`config.mk`:
```
export PLATFORM = sky130hd
export DESIGN_NAME = rcell_core
export DESIGN_NICKNAME = d
export VERILOG_FILES = /design/src/rtl/rcell_pkg.sv /design/src/rtl/rcell_rst_sync.sv /design/src/rtl/rcell_cfg_chain.sv /design/src/rtl/rcell_sel_mux.sv /design/src/rtl/rcell_out_stage.sv /design/src/rtl/rcell_core.sv
export SDC_FILE = /design/constraint.sdc
export NUM_CORES = 1
export LEC_CHECK = 0
export ABC_AREA = 1
export BUFFER_PORTS_ARGS = -buffer_cell sky130_fd_sc_hd__clkbuf_2
export CAP_MARGIN = 30
export CORE_MARGIN = 8
export CORE_UTILIZATION = 30
export CTS_BUF_LIST = sky130_fd_sc_hd__clkbuf_4
export DETAILED_ROUTE_END_ITERATION = 6
export MAX_ROUTING_LAYER = met4
export PLACE_DENSITY_LB_ADDON = 0.15
export SYNTH_ARGS = -nofsm -noshare
export SYNTH_HDL_FRONTEND = slang
export SYNTH_SLANG_ARGS = --single-unit
export TNS_END_PERCENT = 20
```
`constraint.sdc`:
```
create_clock -name clk -period 0.8 [get_ports clk]
set_clock_uncertainty 0.1 [all_clocks]
set_input_delay 0.04 -clock clk [delete_from_list [all_inputs] [get_ports clk]]
set_output_delay 0.04 -clock clk [all_outputs]
set_load 0.1 [all_outputs]
```
`src/rtl/rcell_pkg.sv`:
```
package rcell_pkg;
  localparam int unsigned NBR_CNT = 4;
  localparam int unsigned SEL_W   = $clog2(NBR_CNT);
  localparam int unsigned CFG_W   = 1 + 2 * SEL_W;

  typedef enum logic [SEL_W-1:0] {
    NBR_EAST  = 2'd0,
    NBR_WEST  = 2'd1,
    NBR_SOUTH = 2'd2,
    NBR_NORTH = 2'd3
  } nbr_sel_e;

  typedef struct packed {
    logic             invert_out;
    logic [SEL_W-1:0] sel_a;
    logic [SEL_W-1:0] sel_b;
  } cell_cfg_t;
endpackage

```
`src/rtl/rcell_rst_sync.sv`:
```
module rcell_rst_sync #(
  parameter int unsigned STAGES = 2
) (
  input  logic clk,
  input  logic arst_n,
  output logic rst_n_o
);
  logic [STAGES-1:0] sync_q;
  logic [STAGES-1:0] sync_d;

  always_comb begin
    sync_d = {sync_q[STAGES-2:0], 1'b1};
  end

  always_ff @(posedge clk or negedge arst_n) begin
    if (!arst_n) begin
      sync_q <= '0;
    end else begin
      sync_q <= sync_d;
    end
  end

  assign rst_n_o = sync_q[STAGES-1];
endmodule

```
`src/rtl/rcell_cfg_chain.sv`:
```
module rcell_cfg_chain #(
  parameter int unsigned W = 5
) (
  input  logic         clk,
  input  logic         rst_n,
  input  logic         sin,
  input  logic         shift_en,
  input  logic         apply,
  output logic         sout,
  output logic [W-1:0] active
);
  logic [W-1:0] shift_q, shift_d;
  logic [W-1:0] shadow_q, shadow_d;

  always_comb begin
    shift_d = shift_q;
    if (shift_en) begin
      shift_d = {shift_q[W-2:0], sin};
    end
  end

  always_comb begin
    shadow_d = shadow_q;
    if (apply) begin
      shadow_d = shift_q;
    end
  end

  always_ff @(posedge clk or negedge rst_n) begin
    if (!rst_n) begin
      shift_q  <= '0;
      shadow_q <= '0;
    end else begin
      shift_q  <= shift_d;
      shadow_q <= shadow_d;
    end
  end

  assign sout   = shift_q[W-1];
  assign active = shadow_q;

  // register holds with the enable low
  a_r2_hold_when_idle: assert property (@(posedge clk) disable iff (!rst_n)
    !shift_en |=> $stable(shift_q));

  // the bit below the MSB moves out onto the chain output
  a_r3_shift_to_sout: assert property (@(posedge clk) disable iff (!rst_n)
    shift_en |=> sout == $past(shift_q[W-2]));

  // active word unchanged without the strobe
  a_r4_shadow_keeps: assert property (@(posedge clk) disable iff (!rst_n)
    !apply |=> $stable(shadow_q));

  // strobe captures the pre-shift contents
  a_r8_apply_captures: assert property (@(posedge clk) disable iff (!rst_n)
    apply |=> shadow_q == $past(shift_q));
endmodule

```
`src/rtl/rcell_sel_mux.sv`:
```
module rcell_sel_mux #(
  parameter int unsigned N  = 4,
  parameter int unsigned SW = $clog2(N)
) (
  input  logic [N-1:0]  din,
  input  logic [SW-1:0] sel,
  output logic          dout
);
  always_comb begin
    dout = din[sel];
  end
endmodule

```
`src/rtl/rcell_out_stage.sv`:
```
module rcell_out_stage (
  input  logic op_a,
  input  logic op_b,
  input  logic invert,
  output logic y
);
  logic nand_v;

  always_comb begin
    nand_v = ~(op_a & op_b);
    y      = invert ? ~nand_v : nand_v;
  end
endmodule

```
`src/rtl/rcell_core.sv`:
```
module rcell_core
  import rcell_pkg::*;
(
  input  logic clk,
  input  logic arst_n,
  input  logic cfg_sin,
  input  logic cfg_shift_en,
  input  logic cfg_apply,
  output logic cfg_sout,
  input  logic nb_east,
  input  logic nb_west,
  input  logic nb_south,
  input  logic nb_north,
  output logic cell_y
);
  logic             rst_n;
  logic [CFG_W-1:0] active_word;
  cell_cfg_t        cfg;
  logic [NBR_CNT-1:0] nbr_vec;
  logic [1:0]       operand;
  logic [SEL_W-1:0] op_sel [2];

  rcell_rst_sync #(.STAGES(2)) u_rst (
    .clk     (clk),
    .arst_n  (arst_n),
    .rst_n_o (rst_n)
  );

  rcell_cfg_chain #(.W(CFG_W)) u_chain (
    .clk      (clk),
    .rst_n    (rst_n),
    .sin      (cfg_sin),
    .shift_en (cfg_shift_en),
    .apply    (cfg_apply),
    .sout     (cfg_sout),
    .active   (active_word)
  );

  always_comb begin
    cfg       = cell_cfg_t'(active_word);
    op_sel[0] = cfg.sel_a;
    op_sel[1] = cfg.sel_b;
    nbr_vec[NBR_EAST]  = nb_east;
    nbr_vec[NBR_WEST]  = nb_west;
    nbr_vec[NBR_SOUTH] = nb_south;
    nbr_vec[NBR_NORTH] = nb_north;
  end

  for (genvar gi = 0; gi < 2; gi++) begin : g_operand
    rcell_sel_mux #(.N(NBR_CNT), .SW(SEL_W)) u_mux (
      .din  (nbr_vec),
      .sel  (op_sel[gi]),
      .dout (operand[gi])
    );
  end

  rcell_out_stage u_out (
    .op_a   (operand[0]),
    .op_b   (operand[1]),
    .invert (cfg.invert_out),
    .y      (cell_y)
  );

  // inverting stage yields the AND of the chosen operands
  a_r7_and_mode: assert property (@(posedge clk) disable iff (!rst_n)
    cfg.invert_out |-> cell_y == (operand[0] & operand[1]));
endmodule

```
==> results.py <==
metrics = {
    "run_status": {
        "status": "finished, violations left",
        "violations": "negative hold slack, negative setup slack",
    },
    "global_routing": {
        "grt_pass1_vias": 430,
        "grtUsageTotal_pct": 6.25,
        "antenna_found_initial": 0,
        "overflow": 0,
        "grt_first_pass_wirelength_um": 1620,
        "grt_max_degree": 11,
    },
    "cts": {
        "clockRootBuffer": "clkbuf_4",
        "numCtsBuffers": 3,
        "cts.clk_slew.worst_paths_ns": 0.07,
        "clockBufferDepth": 2,
        "cts_hold_buf": 2,
        "cts_tree": "built",
        "clk_latency_ns": 0.26,
        "cts_sinks": 12,
        "htree_levels": 1,
    },
    "worst_setup_path": {
        "crit_type": "flop to output port",
        "cp-endpoint": "cell_y",
        "reg2reg_slack_ns": -0.17,
        "end_kind": "output port",
        "cp.arrival_ns": 1.28,
        "timing.rr.start": "u_chain.shift_q[4]$_DFFE_PN0P_",
        "worstPathRequired_ns": 0.66,
        "worstSetupStartpoint": "u_chain.active[2]$_DFFE_PN0P_",
        "crit_fanout": 3,
        "startpoint_type": "flop",
        "reg2reg_depth": 1,
        "reg2reg_to": "u_chain.shift_q[4]$_DFFE_PN0P_",
    },
    "die": {
        "start_util_pct": 31.4,
        "die_h_um": 58.3,
        "coreArea_mm2": 0.00171,
        "fp-row-count": 15,
        "dieArea_mm2": 0.00340,
        "die_x_um": 58.3,
        "pin_count": 11,
    },
    "flow_run": {
        "drv_cap": 0,
    },
    "timing": {
        "fin_tns_setup_ns": -1.50,
        "setup_viol": 8,
        "setup_ws_ns": -0.615,
        "max_freq_mhz": 707,
        "hold_viol_final": 5,
        "holdWs_ns": -0.0443,
        "grt_setup_unrepaired": "true",
        "drv_slew": 0,
        "final.period_utilization_pct": 177,
        "finalCriticalPeriod_ns": 1.42,
    },
    "min_path": {
        "min_path_cells": 3,
        "hold_class": "input pin to flop",
    },
    "synthesis": {
        "synth_top_flop_cell": "dfrtp_1",
        "avgSynthCellArea_um2": 8.52,
        "seq_area_frac_synth_pct": 55.9,
        "syn-num-nets": 72,
        "ys_async_sr_fraction_pct": 100,
        "synth.top_cell.area_share_pct": 55.9,
        "synth_edf_count": 0,
        "synth-seq-cells": 12,
        "syn_inst": 63,
        "yosysMostFrequentCell": "nand2_1",
        "synth_common_cells": "19 x nand2_1, 12 x dfrtp_1, 7 x o21ai_0",
        "yosys_warnings": 0,
        "synth.distinct_cells": 15,
        "synth_area_um2": 537,
        "synth_area_leaders": "dfrtp_1 56%, nand2_1 13%, o21ai_0 6.5%",
        "yosysTopAreaCell": "dfrtp_1",
    },
    "route": {
        "vias": 455,
        "drt-total-wl_um": 992,
        "detail_route.wl_per_cell_um": 8.86,
        "drt-initial-drc-count": 7,
        "first_pass_iters": 2,
        "ant_nets": 0,
        "drc_errors": 0,
        "via_per_inst": 4.06,
    },
    "placed_design": {
        "place_ws_ns": -0.354,
        "globalplace.congestion": 0.802,
        "portBuffers": 10,
        "place_hpwl_um": 759,
    },
    "power": {
        "power_density_mw_per_mm2": 2210,
        "power.total_mw": 1.78,
        "leakage_nw": 0.407,
        "ir_drop_v": 0.00113,
    },
    "cells_and_area": {
        "final_net_count": 97,
        "n_antenna_cell": 0,
        "drive_gt1_share_pct": 49.4,
        "syn_to_final_growth_pct": 50.1,
    },
}
cell usage in the layout (no fill, tap or decap), drive strengths merged:
cell	n
nand2	20
dfrtp	12
buf	12
clkbuf	11
inv	9
o21ai	7
nand3	5
clkinv	3
nor2	2
a21oi	2
dlygate4sd3	2
mux2	1
conb	1
where the power goes:
part	total (mW)	leakage, nW	internal, mW	switching, mW
clock network	0.366	0.0154	0.180	0.186
logic	0.672	0.250	0.296	0.376
registers	0.740	0.141	0.686	0.0548
total	1.78	0.407	1.16	0.616
metrics by stage:
stage | area, um^2 | hold slack, ns | util, % | std cells
floorplan | 548 | -0.356 | - | 63
global placement | 703 | -0.273 | 41.2 | 104
detailed placement | 703 | -0.270 | 41.2 | 104
CTS | 771 | -0.0503 | 45.1 | 112
global route | 806 | -0.0429 | 47.2 | 112
finish | 806 | -0.0443 | 47.2 | 112
sequential cells by signal, indices dropped and copies added, names as in the netlist:
signal	flops
u_chain.active	5
u_chain.shift_q	5
u_rst.sync_q	2
critical path, cell delays in order, from the launching register on:
cell and delay (ns):
dfrtp_1 0.40, inv_2 0.07, nand2_1 0.06, nand3_2 0.06, nand2_2 0.07, nand2_2 0.07, nand2_2 0.05, nand2_4 0.06
buf_12 0.16
what timing repair did:
| item | CTS | global route |
|---|---|---|
| hold endpoints to repair | 10 | 4 |
| setup buffers | 2 | 0 |
| gates resized for setup | 6 | 12 |
| endpoints found under the setup margin | 8 | 9 |
layout make-up:
cell class	count	area [um^2]
fill	177	902
multi-input combinational	38	220
inverter	11	41.3
sequential	12	304
tap	25	31.3
clock inverter	1	3.75
timing repair buffer	22	183
clock buffer	3	22.5
cells by family after synthesis:
family	share of synthesized area [%]
and+or+nand+nor	21.4
muxes	2.80
AOI/OAI and AO/OA	8.39
buffers and inverters	10.7
DFF	55.9
other	0.699
worst min path at each step:
stage                       startpoint                        endpoint  slack, ns
after floorplan                 arst_n       u_rst.sync_q[0]$_DFF_PN0_      -0.36
after global routing      cfg_shift_en  u_chain.shift_q[3]$_DFFE_PN0P_      -0.04
after detailed placement        arst_n       u_rst.sync_q[0]$_DFF_PN0_      -0.27
after CTS                 cfg_shift_en  u_chain.shift_q[3]$_DFFE_PN0P_      -0.05
after global placement          arst_n       u_rst.sync_q[0]$_DFF_PN0_      -0.27
final                     cfg_shift_en  u_chain.shift_q[3]$_DFFE_PN0P_      -0.04
per-layer routing:
layer	GRT usage (%)	part of all wire, %
met1	6.42	46
met2	9.45	46
met3	2.17	6.9
met4	5.24	1.2
met5	-	0
No activity file was read; power rests on OpenSTA's default activity.
